### src/rtl/seq_pkg.sv
package seq_pkg;
  localparam int unsigned WORD_W  = 32;
  localparam int unsigned TS_W    = 5;
  localparam int unsigned CNT_W   = 13;
  localparam int unsigned JUMP_W  = 16;

  typedef enum logic [2:0] {
    OP_NOOP = 3'd0,
    OP_ACT  = 3'd1,
    OP_PRE  = 3'd2,
    OP_REF  = 3'd3,
    OP_LOOP = 3'd4
  } op_e;
endpackage

### src/rtl/seq_imem.sv
module seq_imem #(
  parameter int unsigned WORDS = 64,
  localparam int unsigned AW = $clog2(WORDS)
) (
  input  logic                        clk_i,
  input  logic                        rst_ni,
  input  logic                        we_i,
  input  logic [AW-1:0]               waddr_i,
  input  logic [seq_pkg::WORD_W-1:0]  wdata_i,
  input  logic [AW-1:0]               raddr_i,
  output logic [seq_pkg::WORD_W-1:0]  rdata_o
);
  logic [seq_pkg::WORD_W-1:0] mem_q [WORDS];

  for (genvar g = 0; g < WORDS; g++) begin : g_word
    always_ff @(posedge clk_i or negedge rst_ni) begin
      if (!rst_ni) mem_q[g] <= '0;
      else if (we_i && waddr_i == AW'(g)) mem_q[g] <= wdata_i;
    end
  end

  assign rdata_o = mem_q[raddr_i];
endmodule

### src/rtl/seq_decode.sv
module seq_decode #(
  parameter int unsigned ADDR_W = 20,
  parameter int unsigned BANK_W = 4
) (
  input  logic [seq_pkg::WORD_W-1:0]  word_i,
  output seq_pkg::op_e                op_o,
  output logic                        is_loop_o,
  output logic                        is_cmd_o,
  output logic [seq_pkg::TS_W-1:0]    ts_last_o,
  output logic [BANK_W-1:0]           bank_o,
  output logic [ADDR_W-1:0]           addr_o,
  output logic [seq_pkg::CNT_W-1:0]   count_o,
  output logic [seq_pkg::JUMP_W-1:0]  jump_o
);
  import seq_pkg::*;
  logic [2:0]      raw_op;
  logic [TS_W-1:0] ts;

  assign raw_op = word_i[31:29];
  assign ts     = word_i[28:24];

  always_comb begin
    unique case (raw_op)
      3'd1:    op_o = OP_ACT;
      3'd2:    op_o = OP_PRE;
      3'd3:    op_o = OP_REF;
      3'd4:    op_o = OP_LOOP;
      default: op_o = OP_NOOP;
    endcase
  end

  assign is_loop_o = (op_o == OP_LOOP);
  assign is_cmd_o  = (op_o == OP_ACT) || (op_o == OP_PRE) || (op_o == OP_REF);
  assign ts_last_o = (ts == '0) ? '0 : ts - 1'b1;
  assign addr_o    = word_i[ADDR_W-1:0];
  assign bank_o    = word_i[ADDR_W +: BANK_W];
  assign count_o   = word_i[28:16];
  assign jump_o    = word_i[15:0];
endmodule

### src/rtl/seq_ctrl.sv
module seq_ctrl #(
  parameter int unsigned WORDS = 64,
  localparam int unsigned AW = $clog2(WORDS)
) (
  input  logic                        clk_i,
  input  logic                        rst_ni,
  input  logic                        start_i,
  input  logic                        is_loop_i,
  input  logic [seq_pkg::TS_W-1:0]    ts_last_i,
  input  logic [seq_pkg::CNT_W-1:0]   count_i,
  input  logic [seq_pkg::JUMP_W-1:0]  jump_i,
  output logic [AW-1:0]               pc_o,
  output logic                        busy_o,
  output logic                        first_o
);
  import seq_pkg::*;
  logic                busy_q;
  logic [AW-1:0]       pc_q;
  logic [TS_W-1:0]     slot_q;
  logic [CNT_W-1:0]    iter_q;
  logic [JUMP_W-1:0]   pc_wide;
  logic [AW-1:0]       back_pc;
  logic                at_end;

  assign pc_wide = JUMP_W'(pc_q);
  // jumps past word 0 clamp to word 0
  assign back_pc = (jump_i > pc_wide) ? '0 : AW'(pc_wide - jump_i);
  assign at_end  = (pc_q == AW'(WORDS - 1));

  always_ff @(posedge clk_i or negedge rst_ni) begin
    if (!rst_ni) begin
      busy_q <= 1'b0;
      pc_q   <= '0;
      slot_q <= '0;
      iter_q <= '0;
    end else if (!busy_q) begin
      if (start_i) begin
        busy_q <= 1'b1;
        pc_q   <= '0;
        slot_q <= '0;
        iter_q <= '0;
      end
    end else if (is_loop_i) begin
      if (iter_q == count_i) begin
        iter_q <= '0;
        if (at_end) busy_q <= 1'b0;
        else        pc_q   <= pc_q + 1'b1;
      end else begin
        iter_q <= iter_q + 1'b1;
        pc_q   <= back_pc;
      end
    end else if (slot_q == ts_last_i) begin
      slot_q <= '0;
      if (at_end) busy_q <= 1'b0;
      else        pc_q   <= pc_q + 1'b1;
    end else begin
      slot_q <= slot_q + 1'b1;
    end
  end

  assign pc_o    = pc_q;
  assign busy_o  = busy_q;
  assign first_o = busy_q && (slot_q == '0);
endmodule

### src/rtl/dram_cmd_seq.sv
module dram_cmd_seq #(
  parameter int unsigned MEM_WORDS = 64,
  parameter int unsigned ADDR_W    = 20,
  parameter int unsigned BANK_W    = 4,
  localparam int unsigned AW = $clog2(MEM_WORDS)
) (
  input  logic              clk_i,
  input  logic              rst_ni,
  input  logic              wr_en_i,
  input  logic [AW-1:0]     wr_addr_i,
  input  logic [31:0]       wr_data_i,
  input  logic              start_i,
  output logic              ready_o,
  output logic              cmd_valid_o,
  output logic [2:0]        cmd_op_o,
  output logic [BANK_W-1:0] cmd_bank_o,
  output logic [ADDR_W-1:0] cmd_addr_o
);
  import seq_pkg::*;

  logic [AW-1:0]     pc;
  logic [WORD_W-1:0] word;
  op_e               op;
  logic              is_loop, is_cmd, busy, first;
  logic [TS_W-1:0]   ts_last;
  logic [BANK_W-1:0] bank;
  logic [ADDR_W-1:0] addr;
  logic [CNT_W-1:0]  count;
  logic [JUMP_W-1:0] jump;

  seq_imem #(.WORDS(MEM_WORDS)) u_imem (
    .clk_i(clk_i), .rst_ni(rst_ni), .we_i(wr_en_i), .waddr_i(wr_addr_i),
    .wdata_i(wr_data_i), .raddr_i(pc), .rdata_o(word)
  );

  seq_decode #(.ADDR_W(ADDR_W), .BANK_W(BANK_W)) u_dec (
    .word_i(word), .op_o(op), .is_loop_o(is_loop), .is_cmd_o(is_cmd),
    .ts_last_o(ts_last), .bank_o(bank), .addr_o(addr), .count_o(count),
    .jump_o(jump)
  );

  seq_ctrl #(.WORDS(MEM_WORDS)) u_ctrl (
    .clk_i(clk_i), .rst_ni(rst_ni), .start_i(start_i), .is_loop_i(is_loop),
    .ts_last_i(ts_last), .count_i(count), .jump_i(jump), .pc_o(pc),
    .busy_o(busy), .first_o(first)
  );

  assign ready_o     = !busy;
  assign cmd_valid_o = first && is_cmd;
  assign cmd_op_o    = cmd_valid_o ? op   : 3'd0;
  assign cmd_bank_o  = cmd_valid_o ? bank : '0;
  assign cmd_addr_o  = cmd_valid_o ? addr : '0;
endmodule

### config.mk
export PLATFORM = sky130hd
export DESIGN_NAME = dram_cmd_seq
export DESIGN_NICKNAME = d
export VERILOG_FILES = /design/src/rtl/seq_pkg.sv /design/src/rtl/seq_imem.sv /design/src/rtl/seq_decode.sv /design/src/rtl/seq_ctrl.sv /design/src/rtl/dram_cmd_seq.sv
export SDC_FILE = /design/constraint.sdc
export NUM_CORES = 2
export LEC_CHECK = 0
export ABC_AREA = 1
export BUFFER_PORTS_ARGS = -buffer_cell sky130_fd_sc_hd__buf_2
export CORE_MARGIN = 2
export CORE_UTILIZATION = 55
export DETAILED_ROUTE_END_ITERATION = 10
export PLACE_DENSITY_LB_ADDON = 0.2
export SLEW_MARGIN = 20
export SYNTH_ARGS = -nofsm -noshare
export SYNTH_HDL_FRONTEND = slang
export SYNTH_SLANG_ARGS = --single-unit
### constraint.sdc
create_clock -name clk_i -period 5.8 [get_ports clk_i]
set_input_delay 0.58 -clock clk_i [delete_from_list [all_inputs] [get_ports clk_i]]
set_output_delay 0.58 -clock clk_i [all_outputs]
set_load 0.03 [all_outputs]
* After elaboration in Yosys (flattened, before gate mapping) *
Index checks and enable logic that the tools add are counted.
W data, S select, Z words.

storage, ports and cells
  register bits after elaboration = 2073
  logic and storage cells = 258
  output and inout port bits = 29
  bits of input ports = 42

operators by class
  $lt $le $gt $ge = 2
  reductions and logical operators = 76
  equality and inequality tests = 77
  add/subtract/negate cells = 5
  mux-type cells = 29
  bitwise logic cells = 1

operators by type and width
  operator                 number
  $eq A6 B6 Y1 const B     33
  $bmux W32 S6             1
  $eq A6 B5 Y1 const B     16
  $logic_and A1 B1 Y1      66
  $mux W32                 2
  $mux W13                 4
  $eq A6 B4 Y1 const B     8
  $mux W6                  7
  $mux W5                  5
  $eq A6 B3 Y1 const B     4
  $mux W20                 1
  $gt A16 B6 Y1            1
  $add A13 B1 Y13 const B  1
  $eq A13 B13 Y1           1
  $eq A3 B2 Y1 const B     4
  $eq A6 B2 Y1 const B     2
  $pmux W3 S4              1
  $logic_not A5 Y1         2
  $ge A7 B7 Y1 const B     1
  $not A6 Y7               1
  $add A6 B1 Y6 const B    1
  $eq A3 B1 Y1 const B     2
  $eq A3 B3 Y1 const B     2
  $eq A6 B1 Y1 const B     1
  other kinds (14)         23

* Longest topological paths before layout *
  depth after elaboration = 11
  depth in mapped cells = 33
  mapped depth without buffers = 26

* Modules after synthesis *
From an unflattened synthesis, not the netlist that was laid out.

unflattened totals
  cell total of the unflattened synthesis = 11927
  area total of the unflattened synthesis = 94633.3 um^2

by module, submodules not included
  module        cells an instance  area an instance (um^2)  sequential area each (um^2)  instances
  seq_imem      11465              91664.2                  51249.2                      1
  seq_ctrl      320                2180.8                   625.6                        1
  seq_decode    83                 541.8                    0.0                          1
  dram_cmd_seq  59                 246.5                    0.0                          1

* Least setup slack after synthesis *
Ideal clock, no wire load.

  path type = reg-to-reg
  from = register u_ctrl.pc_q[1] (netlist: u_ctrl.pc_o[1])
  to = register u_ctrl.pc_q[2] (netlist: u_ctrl.pc_o[2])
  arrival = 3922 ps
  path slack = 1813 ps
  setup time = 65 ps
  buffers on the path = 9
  cell stages (with the launch flop) = 32
  required time = 5735 ps
  clock period less this slack = 3987 ps
  cell sequence = dfrtp_1 -> buf_2 -> buf_4 -> buf_4 -> buf_4 -> buf_4 -> buf_2 -> buf_2 -> clkbuf_1 -> o21ai_0 -> o211ai_1 -> nand3_1 -> nand3_1 -> nand3_1 -> nand2_1 -> ha_1 -> clkbuf_1 -> a21oi_1 -> o21ai_0 -> a21oi_1 -> nor2_1 -> o22ai_1 -> inv_1 -> nor2_1 -> nand2_1 -> nor2_2 -> nand3_1 -> nand3_1 -> nand2_1 -> nor2_1 -> nand3_1 -> nand2_1

between the ends
  longest elaborated chain between the ends = 9
  elaborated cells on any way between the ends = 27
  classes of those cells = add/sub: 3; order compare: 1; eq/ne: 9; mux: 11; bitwise: 1; reduce/logical: 2

RTL lines
  what                                          line            RTL
  start: declaration                            seq_ctrl.sv:18  logic [AW-1:0] pc_q;
  start signal: assignment                      seq_ctrl.sv:47  else pc_q <= pc_q + 1'b1;
  start signal: assignment                      seq_ctrl.sv:50  pc_q <= back_pc;
  start signal: assignment                      seq_ctrl.sv:55  else pc_q <= pc_q + 1'b1;
  $not A6 Y7 (implied by the code)              seq_imem.sv:22  assign rdata_o = mem_q[raddr_i];
  $bmux W32 S6                                  seq_imem.sv:22
  $mux W32 (implied by the code) (2 in a row)   seq_imem.sv:22
  $gt A16 B6 Y1 (tied with other cells)         seq_ctrl.sv:27  assign back_pc = (jump_i > pc_wide) ? '0 : AW'(pc_wide - jump_i);
  $mux W6 (tied with other cells)               seq_ctrl.sv:27
  $mux W6 (tied with other cells)               seq_ctrl.sv:44  if (iter_q == count_i) begin
  $mux W6 or $ne A3 B3 Y1 (tied branches)       --
  $mux W6 or $reduce_and A2 Y1 (tied branches)  --

Parallel ways exist; a longest one is shown, timed or not. The select of a mux whose other input is x is not followed.
A chain may end at the register's enable or synchronous reset.

* Worst setup path in the final report *
  from = register u_ctrl.pc_q[0] (netlist: u_ctrl.pc_o[0])
  to = output port cmd_addr_o[5]

between the ends
  longest elaborated chain between the ends = 11
  elaborated cells on any way between the ends = 16
  classes of those cells = eq/ne: 7; mux: 5; bitwise: 1; reduce/logical: 3

RTL lines
  what                                           line                RTL
  $not A6 Y7 (implied by the code) *             seq_imem.sv:22
  $bmux W32 S6 *                                 seq_imem.sv:22
  $mux W32 (implied by the code) * (2 in a row)  seq_imem.sv:22
  $eq A3 B3 Y1 (tied with other cells)           seq_decode.sv:23    unique case (raw_op)
  $pmux W3 S4                                    seq_decode.sv:23
  $eq A3 B1 Y1 or $eq A3 B2 Y1 (tied branches)   seq_decode.sv:33    assign is_cmd_o = (op_o == OP_ACT) || (op_o == OP_PRE) || (op_o == OP_REF);
  $logic_or A1 B1 Y1 (2 in a row)                seq_decode.sv:33
  $logic_and A1 B1 Y1                            dram_cmd_seq.sv:49  assign cmd_valid_o = first && is_cmd;
  $mux W20 *                                     dram_cmd_seq.sv:52  assign cmd_addr_o = cmd_valid_o ? addr : '0;
  end: declaration                               dram_cmd_seq.sv:17  output logic [ADDR_W-1:0] cmd_addr_o

Mark *: on every way between the ends. The rest lies on a longest branch, timed or not. The select of a mux whose other input is x is not followed.

==> metrics <==
first-pass GRT wire length=483300 um; Worst-path clk slew=0.06 ns; largest fanout on the critical path=50; register area=51890 sq um; final-layout fill cell count=roughly 15000; Die W=418.8 um; placed cell areas=95870 sq um; hold depth=3; final period utilization=0.9497; length of the first detailed-routing pass in iterations=7; clk buf depth=3; R2R depth=16; placed insts=13306; top cell type's share of synthesized area=0.5481; Comb pwr share=0.344; core area=171400 sq um; total power draw=48.47 mW; synthesized flop and latch total=2073; TNS Setup=0 ns; footprint of the multi-input gates=37280 sq um; Final Non-Filler Cells=13722; vias in the first global route=78631; Reg power frac=0.365; switching power=18.82 mW; Setup crit start kind=flop; Initial Utilization=0.5524; Worst Hold Class=in -> reg; Slew Viols, Final=0; unrepaired setup endpoints after global routing=no; ys async rst share=1.000; reg2reg start=u_ctrl.pc_o[0]; peak supply drop=478.9 uV; area grow syn2layout=9.248%; area leader, netlist=dfrtp_1; Min-Delay Startpoint=wr_data_i[20]; count leader, synth=nand2_1; # resized after CTS=0; Final Setup Violations=0; # nets final=11295; total grt overflow=0; Post-DP HPWL=175400 um; max cap viols=0; Pwr per Cell Area=468.8 nW/um^2; CTS sink cnt=2073; share of cells above drive strength 1=0.06426; Rows=~150; Mapped Cells=11731; Clk pwr share=0.291; Via Count=~83000; CP Data Arrival Time=4.93 ns; Worst R2R End=u_ctrl.iter_q[5]; unique cell type count in the Yosys netlist=39; Tot GR Track Use=0.3601; yosys warns=0; initial antenna violation count=9; DRT antenna net count=0; Clock Latency Late Sink=0.87 ns; Ports=71; routed len/inst=23.01 um; outcome=complete, no violations; Pint=29.65 mW; Mapped Area=94650 sq um; Max Freq=approximately 180 MHz; routed vias/inst=6.046; Die Y=~420 um; port bufs=69; Syn Nets=11790; sw frac=0.3883; TritonCTS Buffers=211; CTS tree=yes; reg-to-reg setup timing slack=0.91 ns; largest cells by area after synthesis=dfrtp_1, o21ai_0, nand2_1; final WL=315700 um; EDFF count, synth=0; Worst Setup Path Type=reg -> out; Slew @ Worst Pin=1.147 ns; Worst EP required=5.22 ns; Setup Skew=0.04267 ns; final hold vios=0; DRC=0; crit end category=primary output; routability cong.=0.9038; Seq/Total Area, Yosys=0.5481; full die area=approximately 180000 sq um; Final Cell Area=103400 sq um; max_slew headroom=0.2355; min Tclk post-route=5.508 ns; root buffer cell=clkbuf_16; depth of the CTS H-tree=4; top_reg_cell synth=dfrtp_1; 1st-iter DRT viols=11055; hold endpoint=u_imem.mem_q[1524]; largest net degree at the start of global routing=180; Syn Area/Cell=8.068 sq um; Leak=approximately 48 nW; Synth top cells by count=nand2_1, o21ai_0, dfrtp_1, nor2_1, clkbuf_1
-- power by group through the flow --
| stage | Combinational (mW) | Sequential [mW] | Clock (mW) |
|---|---|---|---|
| after floorplan | 11.4 | 17.4 | 0 |
| after detailed placement | 16.3 | 17.9 | 0 |
| final | 16.7 | 17.7 | 14.1 |
| after global routing | 18.4 | 17.9 | 14.9 |
| after global placement | 16.1 | 17.8 | 0 |
| after CTS | 16.4 | 17.6 | 14.2 |
-- layer usage --
metal	GRT usage	part of all wire
met5	0	0.00011
met4	0.1724	0.052
met3	0.06733	0.091
met2	0.5641	0.45
met1	0.4855	0.40
-- layout make-up --
type                       instances  area share
antenna                            6   0.0001452
clock buffer                     323     0.06183
clock inverter                    60    0.007974
inverter                         355     0.01323
multi-input combinational       8283      0.3606
sequential                      2073      0.5018
tap                             2310     0.02795
timing repair buffer             312     0.02648
-- cell usage in the layout, fill, tap and decap left out, types with 5 or more instances in the layout --
master / instances
nand2_1: 3155
o221ai_1: 35
buf_4: 180
clkbuf_1: 45
clkinv_2: 29
buf_2: 68
diode_2: 6
nand3_1: 515
o22ai_1: 105
clkbuf_8: 65
o21ai_1: 28
xor2_1: 14
nor2_1: 1067
nand2_2: 62
o211ai_1: 154
o32ai_1: 6
nand4_1: 17
buf_12: 37
inv_1: 345
dfrtp_1: 2068
clkinv_8: 8
ha_1: 16
bufinv_16: 14
clkbuf_16: 213
a21oi_1: 229
dlygate4sd3_1: 25
or2_2: 17
a32o_1: 5
nor3_1: 7
o21ai_0: 2820
-- logic make-up after synthesis --
| group | after synthesis | synth area share |
|---|---|---|
| other cells | 1 | 0.00003962 |
| flops | 2073 | 0.5481 |
| compound gates | 3394 | 0.1871 |
| simple gates | 4857 | 0.2010 |
| fa+ha+maj | 17 | 0.002327 |
| xor+xnor | 14 | 0.001295 |
| buf+inv | 1375 | 0.06015 |
-- state kept, by name (all words and copies together) (netlist names) --
name,cells
u_ctrl.slot_q,5
u_ctrl.busy_o,1
u_ctrl.pc_o,6
u_ctrl.iter_q,13
u_imem.mem_q,2048
-- metrics by stage --
stage	utilization	setup slack, ns	hold WS (ns)
floorplan	-	1.813	0.2844
global route	0.6034	0.1469	0.04740
finish	0.6035	0.2917	0.02791
CTS	0.6030	0.3261	0.004517
detailed placement	0.5595	1.031	0.4653
global placement	0.5594	0.9218	0.4584
-- worst max-delay path, stage by stage, from the launching register on --
cell and delay (ns):
dfrtp_4 0.84, inv_8 0.31, buf_12 0.29, nand2_1 0.09
nand3_1 0.08, nand3_1 0.12, nand2_1 0.06, a21oi_1 0.20
nor2_1 0.10, nand2_1 0.06, nand3_1 0.11, nand2_1 0.20
nand4_1 0.18, nor2_1 0.28, inv_4 0.29, a21oi_1 0.37
buf_4 0.17, buf_2 0.18
-- how the worst max path moves through the flow --
stage | end | from | slack (ns)
2_1_floorplan | u_ctrl.pc_o[2] | u_ctrl.pc_o[1] | 1.81
3_3_place_gp | cmd_addr_o[5] | u_ctrl.pc_o[0] | 0.92
3_5_place_dp | u_ctrl.iter_q[7] | u_ctrl.pc_o[0] | 1.03
4_1_cts | cmd_addr_o[5] | u_ctrl.pc_o[0] | 0.33
5_1_grt | cmd_addr_o[5] | u_ctrl.pc_o[0] | 0.15
6_report | cmd_addr_o[5] | u_ctrl.pc_o[0] | 0.29
-- timing repair --
action	CTS	global route
buffers inserted	0	0
setup endpoints to repair	0	0
hold endpoints to repair	167	0
hold buffers	25	0
Note: power is estimated with default switching activity, not from simulation.
